==> src/rtl/quad_path_pkg.sv <==
package quad_path_pkg;
  localparam int N_CLS = 8;
  localparam int CLS_W = 3;
  localparam int NI_W  = 2;
  localparam int ENT_W = 2 * NI_W;

  typedef enum logic [CLS_W-1:0] {
    CLS_LEFT = 3'd0, CLS_RIGHT = 3'd1, CLS_UP = 3'd2, CLS_DOWN = 3'd3,
    CLS_UR   = 3'd4, CLS_LR    = 3'd5, CLS_LL = 3'd6, CLS_UL   = 3'd7
  } dir_cls_e;

  localparam logic [NI_W-1:0] NI_UR = 2'b11;
  localparam logic [NI_W-1:0] NI_LR = 2'b10;
  localparam logic [NI_W-1:0] NI_LL = 2'b00;
  localparam logic [NI_W-1:0] NI_UL = 2'b01;

  // shortest path: leave toward the destination, enter on the side facing the source
  function automatic logic [ENT_W-1:0] default_entry(input int idx);
    case (idx)
      0:       return {NI_UL, NI_UR};
      1:       return {NI_UR, NI_UL};
      2:       return {NI_UR, NI_LR};
      3:       return {NI_LR, NI_UR};
      4:       return {NI_UR, NI_LL};
      5:       return {NI_LR, NI_UL};
      6:       return {NI_LL, NI_UR};
      default: return {NI_UL, NI_LR};
    endcase
  endfunction
endpackage

==> src/rtl/qps_classifier.sv <==
module qps_classifier
  import quad_path_pkg::*;
#(
  parameter int COORD_W = 3
) (
  input  logic [COORD_W-1:0] src_x_i,
  input  logic [COORD_W-1:0] src_y_i,
  input  logic [COORD_W-1:0] dst_x_i,
  input  logic [COORD_W-1:0] dst_y_i,
  output dir_cls_e           cls_o,
  output logic               same_o
);
  logic x_eq, y_eq, x_gt, y_gt;

  assign x_eq   = (dst_x_i == src_x_i);
  assign y_eq   = (dst_y_i == src_y_i);
  assign x_gt   = (dst_x_i > src_x_i);
  assign y_gt   = (dst_y_i > src_y_i);
  assign same_o = x_eq && y_eq;

  always_comb begin
    if (y_eq)      cls_o = x_gt ? CLS_RIGHT : CLS_LEFT;
    else if (x_eq) cls_o = y_gt ? CLS_DOWN : CLS_UP;
    else if (x_gt) cls_o = y_gt ? CLS_LR : CLS_UR;
    else           cls_o = y_gt ? CLS_LL : CLS_UL;
  end
endmodule

==> src/rtl/qps_path_table.sv <==
module qps_path_table
  import quad_path_pkg::*;
(
  input  logic             clk_i,
  input  logic             rst_ni,
  input  logic             we_i,
  input  logic [CLS_W-1:0] widx_i,
  input  logic [ENT_W-1:0] wdata_i,
  input  logic             defer_i,
  input  logic [CLS_W-1:0] ridx_i,
  output logic [ENT_W-1:0] rdata_o
);
  logic [ENT_W-1:0] ent_rd [N_CLS];

  for (genvar i = 0; i < N_CLS; i++) begin : g_ent
    logic             hit;
    logic [ENT_W-1:0] ent_q;
    logic             pend_v_q;
    logic [ENT_W-1:0] pend_d_q;

    assign hit       = we_i && (widx_i == CLS_W'(i));
    assign ent_rd[i] = ent_q;

    always_ff @(posedge clk_i or negedge rst_ni) begin
      if (!rst_ni) begin
        ent_q    <= default_entry(i);
        pend_v_q <= 1'b0;
        pend_d_q <= '0;
      end else if (hit && !defer_i) begin
        ent_q    <= wdata_i;
        pend_v_q <= 1'b0;
      end else if (hit) begin
        pend_v_q <= 1'b1;
        pend_d_q <= wdata_i;
      end else if (!defer_i && pend_v_q) begin
        ent_q    <= pend_d_q;
        pend_v_q <= 1'b0;
      end
    end
  end

  assign rdata_o = ent_rd[ridx_i];
endmodule

==> src/rtl/quad_path_sel.sv <==
module quad_path_sel
  import quad_path_pkg::*;
#(
  parameter int COORD_W = 3
) (
  input  logic               clk_i,
  input  logic               rst_ni,
  input  logic               sop_i,
  input  logic               eop_i,
  input  logic [COORD_W-1:0] src_x_i,
  input  logic [COORD_W-1:0] src_y_i,
  input  logic [COORD_W-1:0] dst_x_i,
  input  logic [COORD_W-1:0] dst_y_i,
  input  logic               cfg_we_i,
  input  logic [2:0]         cfg_idx_i,
  input  logic [3:0]         cfg_data_i,
  output logic               valid_o,
  output logic               err_o,
  output logic [2:0]         class_o,
  output logic [1:0]         qout_o,
  output logic [1:0]         qin_o,
  output logic [3:0]         ext_o
);
  dir_cls_e         cls;
  logic             same;
  logic [ENT_W-1:0] ent;
  logic             busy_q, err_q, take;
  logic [CLS_W-1:0] cls_q;
  logic [ENT_W-1:0] ext_q;

  qps_classifier #(.COORD_W(COORD_W)) u_cls (
    .src_x_i (src_x_i),
    .src_y_i (src_y_i),
    .dst_x_i (dst_x_i),
    .dst_y_i (dst_y_i),
    .cls_o   (cls),
    .same_o  (same)
  );

  // writes park while a packet is in flight, unless it ends this cycle
  qps_path_table u_tbl (
    .clk_i   (clk_i),
    .rst_ni  (rst_ni),
    .we_i    (cfg_we_i),
    .widx_i  (cfg_idx_i),
    .wdata_i (cfg_data_i),
    .defer_i (busy_q && !eop_i),
    .ridx_i  (cls),
    .rdata_o (ent)
  );

  assign take = sop_i && !busy_q;

  always_ff @(posedge clk_i or negedge rst_ni) begin
    if (!rst_ni) begin
      busy_q <= 1'b0;
      err_q  <= 1'b0;
      cls_q  <= '0;
      ext_q  <= '0;
    end else begin
      err_q <= take && same;
      if (take && !same) begin
        busy_q <= 1'b1;
        cls_q  <= cls;
        ext_q  <= ent;
      end else if (busy_q && eop_i) begin
        busy_q <= 1'b0;
      end
    end
  end

  assign valid_o = busy_q;
  assign err_o   = err_q;
  assign class_o = busy_q ? cls_q : '0;
  assign ext_o   = busy_q ? ext_q : '0;
  assign qout_o  = ext_o[3:2];
  assign qin_o   = ext_o[1:0];
endmodule

==> config.mk <==
export PLATFORM = sky130hd
export DESIGN_NAME = quad_path_sel
export DESIGN_NICKNAME = d
export VERILOG_FILES = /design/src/rtl/quad_path_pkg.sv /design/src/rtl/qps_classifier.sv /design/src/rtl/qps_path_table.sv /design/src/rtl/quad_path_sel.sv
export SDC_FILE = /design/constraint.sdc
export NUM_CORES = 1
export LEC_CHECK = 0
export CORE_UTILIZATION = 60
export CTS_BUF_LIST = sky130_fd_sc_hd__clkbuf_8 sky130_fd_sc_hd__clkbuf_16
export CTS_CLUSTER_SIZE = 12
export DETAILED_ROUTE_END_ITERATION = 16
export PLACE_DENSITY = 0.91
export SLEW_MARGIN = 20
export SYNTH_ARGS = -nofsm -noshare
export SYNTH_HDL_FRONTEND = slang
export SYNTH_HIERARCHICAL = 1
export SYNTH_SLANG_ARGS = --single-unit
==> constraint.sdc <==
create_clock -name clk_i -period 4.1 [get_ports clk_i]
set_clock_uncertainty 0.05 [all_clocks]
set_input_delay 0.615 -clock clk_i [delete_from_list [all_inputs] [get_ports clk_i]]
set_output_delay 0.615 -clock clk_i [all_outputs]
set_load 0.05 [all_outputs]
==> results.json, run 1 <==
{
  "synthAdderAreaFrac_pct": 1.73,
  "core_area_sq_um": 6910,
  "grt_overflow": 0,
  "yosys.area_share.xor_xnor_pct": 0.202,
  "drt_iter0_markers": 314,
  "slew_headroom_pct": 33.8,
  "power_density_nw_per_um2": 551,
  "die_h_um": 87.1,
  "drive_above_1_share_pct": 25.4,
  "ir_worst_vdd_v": 0.000330,
  "leakagePower_nw": 1.97,
  "status": "finished, final reports clean",
  "critPathSlowestCell": "mux4_2",
  "fmax_ghz": 0.325,
  "gp_congestion": 0.918,
  "numCtsBuffers": 9,
  "antenna_found_initial": 0,
  "clock_latency_ns": 0.36,
  "synth-compound-area-share_pct": 8.62,
  "ys_seq_area_share_pct": 47.3,
  "cpLargestDelayFamily": "multiplexers",
  "synth_enable_flop_cells": 0,
  "clk_pin_slew_worst_paths_ns": 0.09,
  "post-cts-setup-buffers": 0,
  "post-route-min-period_ns": 3.08,
  "grt.total_usage_pct": 30.2,
  "path_common_cell": "mux2_2",
  "dr.pass1.iters": 5,
  "hold_viol": 0,
  "synth_most_common_cell": "dfrtp_1",
  "rows": 30,
  "htree_levels": 3,
  "dp_cells": 482,
  "nNetsFinal": 427,
  "wl_um": 10600,
  "cp-start-kind": "primary input",
  "initial_core_util_pct": 62.9,
  "worst_pin_slew_ns": 0.992,
  "area_growth_pct": 12.7,
  "ios": 37,
  "wl_per_cell_um": 21.3,
  "grt_pass1_wl_um": 17000,
  "grt_pass1_vias": 3320,
  "synthSimpleGateAreaFrac_pct": 22.7,
  "crit_type": "in2reg",
  "slew_viol_final": 0,
  "rsz0062_at_grt": "no",
  "crit_buf_inv": 3,
  "dp_hpwl_um": 7070,
  "final_cells": 498,
  "path_cells": "clkdlybuf4s50_1 > inv_1 > ha_1 > a21oi_2 > nand2_1 > xor2_1 > mux2i_1 > buf_4 > mux4_2 > mux2_2 > mux2_2",
  "finalSetupTns_ns": 0,
  "synthArstFlopShare_pct": 100,
  "cts_resized": 0,
  "grt_start_max_net_pins": 82,
  "cts_hold_buf": 0,
  "cts.sinks": 81,
  "drtAntennaViolNets": 0,
  "cts_tree": "done",
  "routed-via-count": 3415,
  "io_buffers": 36,
  "synthTopCellsByCount": "dfrtp_1, mux2_2, nand2_1",
  "postSynthAreaPerCell_sq_um": 11.5,
  "cp-end-kind": "flip-flop",
  "synth.mux.area_fraction_pct": 15.5,
  "synth_top_area_share_pct": 35.2,
  "maxCapViolCount": 0,
  "drc_errors": 0,
  "die_x_um": 87.1,
  "crit_arrival_ns": 3.27,
  "max_stage_delay_ns": 0.52,
  "hp-class": "in2async",
  "die-area_sq_um": 7580,
  "synthTopCellsByArea": "dfrtp_1, dfstp_2, mux2_2",
  "period_share_pct": 75.0,
  "ctsRootBufferMaster": "clkbuf_8",
  "netlist_area_sq_um": 4340,
  "synth_top_family_by_area": "simple AND/OR/NAND/NOR gates",
  "required_ns": 4.29,
  "synth.largest_area_cell": "dfrtp_1",
  "finalSetupViolations": 0,
  "vias_per_cell": 6.86,
  "syn_inst": 376,
  "path_max_fanout": 9,
  "synthFlopType": "dfrtp_1",
  "clock_path_buffers": 2,
  "antennaDiodeCount": 0,
  "ys_warn_count": 6,
  "synth_cell_types": 41,
  "synth_seq_cells": 81,
  "synth.net_count": 406
}
sequential cells by signal, summed over array words and instances, names as in the netlist:
signal,flops
u_tbl/g_ent.ent_q,32
valid_o,1
err_o,1
cls_q,3
ext_q,4
u_tbl/g_ent.pend_d_q,32
u_tbl/g_ent.pend_v_q,8
power breakdown:
group	internal (mW)	total, mW	switching, mW
sequential	1.10	1.32	0.228
combinational	0.383	0.780	0.397
clock	0.287	0.593	0.306
total	1.77	2.70	0.931
through the flow:
stage          hold slack, ns  worst slack, ns  utilization [%]  total power, mW  cell area, sq um
2_1_floorplan           0.269             1.18                -             1.82              4340
3_3_place_gp            0.432            0.726             67.9             2.04              4690
3_5_place_dp            0.446            0.663             67.9             2.09              4690
4_1_cts                 0.387             1.02             70.9             2.68              4890
5_1_grt                 0.435            0.907             70.9             2.81              4890
6_report                0.352             1.02             70.9             2.70              4890
layer usage:
metal,routed length (um),global-route usage [%],vias up,part of all wire (%)
met5,0,0,-,0
met4,290,15.8,0,2.7
met3,1120,6.45,37,11
met2,4920,46.1,246,47
met1,4250,40.8,1677,40
li1,-,-,1455,-
layout make-up:
class	instances	area, sq um
Sequential cell	81	2050
Clock buffer	9	124
Fill cell	492	2010
Multi-Input combinational cell	261	2120
Tap cell	96	120
Timing Repair Buffer	38	373
Inverter	6	22.5
Clock inverter	7	80.1
worst reg2reg max path, stage by stage, from the launching register on:
cell and delay, ns:
dfrtp_1 0.52, nor2b_4 0.54, nand2b_1 0.28, nor3_2 0.37, mux2_2 0.39
cell families (layout without fill, tap and decap cells):
| logic type | Yosys count | in the layout |
|---|---|---|
| adder cells (fa/ha/maj) | 6 | 6 |
| AND/OR/NAND/NOR | 158 | 158 |
| AO/OA/AOI/OAI | 44 | 44 |
| multiplexers | 52 | 52 |
| buffers and inverters | 34 | 60 |
| XOR/XNOR | 1 | 1 |
| flip-flops | 81 | 81 |
placed cells by master, fill, tap and decap left out, types with 2 or more instances in the layout:
cell type | synthesis | final
a21oi_2 | 2 | 2
a32oi_1 | 32 | 32
and2_1 | 8 | 8
and4b_1 | 3 | 3
and4bb_2 | 3 | 3
buf_4 | 6 | 3
clkbuf_8 | 0 | 9
clkdlybuf4s50_1 | 0 | 35
clkinv_4 | 0 | 3
dfrtp_1 | 61 | 61
dfstp_2 | 20 | 20
ha_1 | 6 | 6
inv_1 | 6 | 6
mux2_1 | 4 | 4
mux2_2 | 39 | 39
mux4_2 | 8 | 8
nand2_1 | 36 | 36
nand2b_1 | 2 | 2
nand3_1 | 35 | 35
nand3b_1 | 34 | 34
nand4b_1 | 3 | 3
nand4bb_1 | 3 | 3
nor2_1 | 5 | 5
nor2b_1 | 14 | 13
nor3_2 | 2 | 2
o21a_1 | 8 | 8
or3_4 | 2 | 2
path summary, 6_finish.rpt:
| check | slack [ns] | end | from | depth (start not counted) |
|---|---|---|---|---|
| max in group asynchronous | 2.99 | u_tbl/g_ent[7].pend_d_q[1]$_DFFE_PN0P_ | rst_ni | 1 |
| min | 0.35 | u_tbl/g_ent[1].pend_v_q$_DFFE_PN0P_ | rst_ni | 1 |
| min in group clk_i | 0.46 | cls_q[2]$_DFFE_PN0P_ | cls_q[2]$_DFFE_PN0P_ | 1 |
| max | 1.02 | ext_q[1]$_DFFE_PN0P_ | src_x_i[2] | 11 |
| max reg2reg | 1.84 | u_tbl/g_ent[2].pend_d_q[3]$_DFFE_PN0P_ | valid_o$_DFFE_PN0P_ | 4 |
| min reg2reg | 0.46 | cls_q[2]$_DFFE_PN0P_ | cls_q[2]$_DFFE_PN0P_ | 1 |
(Power assumes the default switching activity.)
==> run 2: changes to the inputs <==
--- a/config.mk
+++ b/config.mk
@@ -5,11 +5,11 @@
 export SDC_FILE = /design/constraint.sdc
 export NUM_CORES = 1
 export LEC_CHECK = 0
-export CORE_UTILIZATION = 60
+export CORE_UTILIZATION = 52
 export CTS_BUF_LIST = sky130_fd_sc_hd__clkbuf_8 sky130_fd_sc_hd__clkbuf_16
 export CTS_CLUSTER_SIZE = 12
 export DETAILED_ROUTE_END_ITERATION = 16
-export PLACE_DENSITY = 0.91
+export PLACE_DENSITY = 0.85
 export SLEW_MARGIN = 20
 export SYNTH_ARGS = -nofsm -noshare
 export SYNTH_HDL_FRONTEND = slang
==> constraint.sdc (replaced) <==
create_clock -name clk_i -period 2.49 [get_ports clk_i]
set_clock_uncertainty 0.05 [all_clocks]
set_input_delay 0.3735 -clock clk_i [delete_from_list [all_inputs] [get_ports clk_i]]
set_output_delay 0.3735 -clock clk_i [all_outputs]
set_load 0.05 [all_outputs]
==> run 2 against run 1 <==
Sequential share of layout area is 2.3 points lower; final area is 5.9% higher; first-iteration DRC count is 2.2% higher; non-clock buffer count is 24 higher; count of clock-buffer cells in the layout is 2 higher; utilization is 5.1 points lower; setup slack worse by 0.93 ns; global-route usage is 4.0 points lower; critical path depth stayed put; routed wire length is 1.4% lower; clock power is 80% higher; largest cell class unchanged; highest routed layer unchanged.
==> results.json, run 2 (same netlist as run 1, synthesis figures left out) <==
{
  "grt_use_met3_pct": 8.13,
  "post-route-min-period_ns": 2.40,
  "initial_core_util_pct": 55.0,
  "antenna_found_initial": 0,
  "wl_per_cell_um": 19.8,
  "slew_viol_final": 0,
  "cts_hold_buf": 0,
  "final_common_cell": "dfrtp_1",
  "ios": 37,
  "drtAntennaViolNets": 0,
  "ctsRootBufferMaster": "clkbuf_8",
  "final_area_sq_um": 5180,
  "status": "finished, final reports clean",
  "worst_slack_ns": 0.0941,
  "ir_worst_vdd_v": 0.000528,
  "path_max_fanout": 5,
  "worst_pin_slew_ns": 0.675,
  "leakagePower_nw": 2.14,
  "path_cells": "buf_2 > inv_12 > ha_4 > nor2b_4 > o21ai_2 > xor2_1 > mux2i_1 > buf_4 > mux4_2 > mux2_4 > mux2_4",
  "largestRegisters": "u_tbl/g_ent.ent_q: 32 flops, u_tbl/g_ent.pend_d_q: 32 flops, u_tbl/g_ent.pend_v_q: 8 flops",
  "drive_above_1_share_pct": 34.3,
  "grt_pass1_wl_um": 17100,
  "gp_congestion": 0.903,
  "fmax_ghz": 0.417,
  "finalSetupViolations": 0,
  "dr.pass1.iters": 4,
  "slew_headroom_pct": 55.0,
  "max_stage_delay_ns": 0.51,
  "cts_tree": "done",
  "clock_latency_ns": 0.35,
  "io_buffers": 36,
  "place_area_sq_um": 4950,
  "clock_path_buffers": 2,
  "nNetsFinal": 451,
  "globalRouteMet2Util_pct": 42.5,
  "core_area_sq_um": 7890,
  "die_x_um": 93.4,
  "numCtsBuffers": 9,
  "crit_arrival_ns": 2.59,
  "die_h_um": 93.4,
  "fin_hold_ws_ns": 0.000595,
  "drt_iter0_markers": 321,
  "dp_hpwl_um": 7430,
  "vias_per_cell": 6.30,
  "hp-class": "in2async",
  "regArea_sq_um": 2050,
  "maxCapViolCount": 0,
  "mostFrequentLayoutCells": "dfrtp_1, nand2_1, nand3_1",
  "drc_errors": 0,
  "met1_usage_pct": 32.9,
  "routed-via-count": 3326,
  "hold_viol": 0,
  "cp-end-kind": "flip-flop",
  "wl_um": 10400,
  "period_share_pct": 96.2,
  "required_ns": 2.68,
  "die-area_sq_um": 8720,
  "cp-start-kind": "primary input",
  "rows": 32,
  "grt_pass1_vias": 3352,
  "cts.sinks": 81,
  "dp_worst_setup_slack_ns": -0.761,
  "final_cells": 528,
  "grt_overflow": 0,
  "critPathSlowestCell": "mux4_2",
  "antennaDiodeCount": 0,
  "grt_start_max_net_pins": 53,
  "multi_input_area_sq_um": 2220,
  "htree_levels": 3,
  "area_growth_pct": 19.4,
  "fillers": 596,
  "grt.total_usage_pct": 26.2,
  "rsz0062_at_grt": "no",
  "clk_pin_slew_worst_paths_ns": 0.08,
  "grt_most_used_layer": "met2",
  "crit_type": "in2reg",
  "path_common_cell": "mux2_4",
  "postLayoutCoreUtil_pct": 65.7,
  "dp_cells": 511,
  "power_density_nw_per_um2": 890
}
[run 2: where the power goes]
| group | total, mW | switching [mW] | internal (mW) |
|---|---|---|---|
| combinational | 1.37 | 0.662 | 0.706 |
| clock | 1.07 | 0.459 | 0.616 |
| sequential | 2.17 | 0.367 | 1.81 |
[run 2: through the flow]
| stage | TNS, ns | total power [mW] |
|---|---|---|
| 4_1_cts | 0 | 4.63 |
| 2_1_floorplan | -0.0158 | 3.02 |
| 3_5_place_dp | -3.04 | 3.52 |
| 5_1_grt | 0 | 4.84 |
| 6_report | 0 | 4.61 |
| 3_3_place_gp | -2.92 | 3.43 |
[run 2: final timing paths]
kind                       slack (ns)                                     end  cells past startpoint                                   start
setup / recovery                 0.09                    ext_q[1]$_DFFE_PN0P_                     11                              dst_y_i[0]
hold / removal                 0.0006  u_tbl/g_ent[5].pend_d_q[1]$_DFFE_PN0P_                      1                                  rst_ni
setup reg to reg                 0.54     u_tbl/g_ent[3].ent_q[2]$_DFFE_PN0P_                      5                     valid_o$_DFFE_PN0P_
hold reg to reg                  0.47  u_tbl/g_ent[7].pend_d_q[0]$_DFFE_PN0P_                      1  u_tbl/g_ent[7].pend_d_q[0]$_DFFE_PN0P_
max in group asynchronous        1.72     u_tbl/g_ent[1].ent_q[3]$_DFFE_PN1P_                      2                                  rst_ni
min in group clk_i               0.47  u_tbl/g_ent[7].pend_d_q[0]$_DFFE_PN0P_                      1  u_tbl/g_ent[7].pend_d_q[0]$_DFFE_PN0P_
[run 2: worst max-delay path, delay by kind of cell]
family / cells / cell delay [ns]
muxes: 4 / 1.25
buffers and inverters: 3 / 0.40
adders and majority gates: 1 / 0.24
xor gates and xnor gates: 1 / 0.16
and+or+nand+nor: 1 / 0.10
AOI/OAI and AO/OA: 1 / 0.06
[run 2: area by class of cell]
class                   count  share of cell area, %
flip-flops and latches     81                   39.6
well taps                 102                   2.46
inverters                   6                  0.676
repair buffers             62                   10.1
clock inverters             5                   1.50
multi-input cells         261                   42.8
clock buffers              11                   2.92
[run 2: repair_timing]
action / in CTS / in global routing
resized for setup: 31 / 12
pin swaps: 8 / 7
buffers inserted: 0 / 0
cloned: 1 / 0
endpoints found under the setup margin: 4 / 4
[run 2: routing by layer]
layer	part of all wire [%]	vias up
li1	-	1496
met1	41	1667
met2	48	139
met3	7.9	24
met4	2.7	0
met5	0	-
==> run 3: changes to the inputs <==
--- a/config.mk
+++ b/config.mk
@@ -10,6 +10,7 @@
 export CTS_CLUSTER_SIZE = 12
 export DETAILED_ROUTE_END_ITERATION = 16
 export PLACE_DENSITY = 0.85
+export SKIP_CTS_REPAIR_TIMING = 1
 export SLEW_MARGIN = 20
 export SYNTH_ARGS = -nofsm -noshare
 export SYNTH_HDL_FRONTEND = slang
==> run 3 against run 2 <==
Global-route usage shrank 0.14 points; via count is 0.99% higher; power is 0.23% higher; setup slack got worse by 0.029 ns; utilization is 0.75 points higher; die area did not move; cell count unchanged; routed wire length grew 1.7%; non-clock buffer count stayed put; count of clock-buffer cells in the layout stayed put; register-to-register slack got worse by 0.04 ns; critical path depth shrank 1.
==> results.json, run 3 (same netlist as run 1, synthesis figures left out) <==
{
  "status": "finished, final reports clean",
  "initial_core_util_pct": 55.0,
  "period_share_pct": 97.4,
  "rsz0062_at_grt": "no",
  "postLayoutCoreUtil_pct": 66.5,
  "core_area_sq_um": 7890,
  "required_ns": 2.68,
  "htree_levels": 3,
  "grt_start_max_net_pins": 53,
  "hold_viol": 0,
  "numCtsBuffers": 9,
  "grt_pass1_vias": 3336,
  "path_max_fanout": 5,
  "cp-start-kind": "primary input",
  "fmax_ghz": 0.412,
  "crit_arrival_ns": 2.62,
  "ir_worst_vdd_v": 0.000529,
  "antenna_found_initial": 0,
  "rows": 32,
  "r2r_end": "u_tbl/g_ent[3].ent_q[2]$_DFFE_PN0P_",
  "drtAntennaViolNets": 0,
  "dr.pass1.iters": 5,
  "nNetsFinal": 451,
  "power_density_nw_per_um2": 882,
  "dp_cells": 511,
  "clock_latency_ns": 0.36,
  "r2r_cells": 5,
  "finalSetupViolations": 0,
  "area_growth_pct": 20.7,
  "ctsRootBufferMaster": "clkbuf_8",
  "final_cells": 528,
  "final_area_sq_um": 5240,
  "vias_per_cell": 6.36,
  "fin_hold_ws_ns": 0.000285,
  "crit_type": "in2reg",
  "power_mw": 4.63,
  "post-route-min-period_ns": 2.43,
  "io_buffers": 36,
  "mostFrequentLayoutCells": "dfrtp_1, mux2_2, nand3_1, nand2_1, nand3b_1",
  "wl_um": 10600,
  "maxCapViolCount": 0,
  "drc_errors": 0,
  "drive_above_1_share_pct": 33.8,
  "leakagePower_nw": 2.20,
  "wl_per_cell_um": 20.1,
  "die_h_um": 93.4,
  "grt.total_usage_pct": 26.1,
  "worst_r2r_startpoint": "valid_o$_DFFE_PN0P_",
  "place_area_sq_um": 4950,
  "worst_pin_slew_ns": 0.665,
  "antennaDiodeCount": 0,
  "dp_worst_setup_slack_ns": -0.761,
  "clk_pin_slew_worst_paths_ns": 0.08,
  "largestRegisters": "u_tbl/g_ent.ent_q: 32 flops, u_tbl/g_ent.pend_d_q: 32 flops, u_tbl/g_ent.pend_v_q: 8 flops",
  "ios": 37,
  "hp-class": "in2async",
  "gp_congestion": 0.903,
  "grt_pass1_wl_um": 17000,
  "die-area_sq_um": 8720,
  "reg2reg_slack_ns": 0.50,
  "cts_tree": "done",
  "dp_hpwl_um": 7430,
  "slew_headroom_pct": 55.7,
  "cp-end-kind": "flip-flop",
  "drt_iter0_markers": 354,
  "final_common_cell": "dfrtp_1",
  "routed-via-count": 3359,
  "clock_path_buffers": 2,
  "cts.sinks": 81,
  "grt_overflow": 0,
  "worst_slack_ns": 0.0649,
  "finalSetupTns_ns": 0,
  "die_x_um": 93.4,
  "slew_viol_final": 0
}
## run 3: cell count changes in the layout (fill, tap and decap cells not counted), sizes merged
cell,delta
dlymetal6s2s,+9
dlygate4sd2,-1
buf,-3
clkdlybuf4s15,-3
clkbuf,-2
## run 3: metal layers
metal	track usage [%]	routed length [um]	vias to the layer above	part of all wire (%)
met2	41.7	5150	175	48
met1	33.1	4280	1660	40
met4	10.3	286	0	2.7
met5	0	0	-	0
met3	8.13	904	31	8.5
li1	-	-	1493	-
## run 3: worst max-delay path by stage
stage,start,end,slack (ns),cells past startpoint
global placement,dst_y_i[0],ext_q[0]$_DFFE_PN0P_,-0.72,11
global route,dst_y_i[0],ext_q[2]$_DFFE_PN0P_,0.002,11
detailed placement,dst_y_i[0],ext_q[2]$_DFFE_PN0P_,-0.76,11
finish,dst_y_i[2],ext_q[1]$_DFFE_PN0P_,0.06,10
CTS,dst_y_i[0],ext_q[2]$_DFFE_PN0P_,-0.40,11
floorplan,dst_y_i[0],ext_q[0]$_DFFE_PN0P_,-0.01,10
## run 3: worst max-delay path: stages
cell	delay, ns
dlymetal6s2s_1	0.15
ha_4	0.25
a21oi_2	0.15
o21ai_2	0.09
xor2_2	0.15
mux2i_2	0.23
buf_6	0.18
mux4_2	0.50
mux2_2	0.28
mux2_2	0.26
## run 3: final cells by class
| cell class | count | area [sq um] |
|---|---|---|
| multi-input cells | 261 | 2220 |
| well taps | 102 | 128 |
| clock inverters | 5 | 77.6 |
| fillers | 588 | 2650 |
| clock buffers | 11 | 151 |
| flip-flops and latches | 81 | 2050 |
| inverters | 6 | 35.0 |
| repair buffers | 62 | 579 |
## run 3: where the power goes
part	switching, mW	internal, mW	total [mW]
Sequential	0.371	1.81	2.18
Combinational	0.669	0.706	1.37
Clock	0.459	0.616	1.07
Total	1.50	3.13	4.63
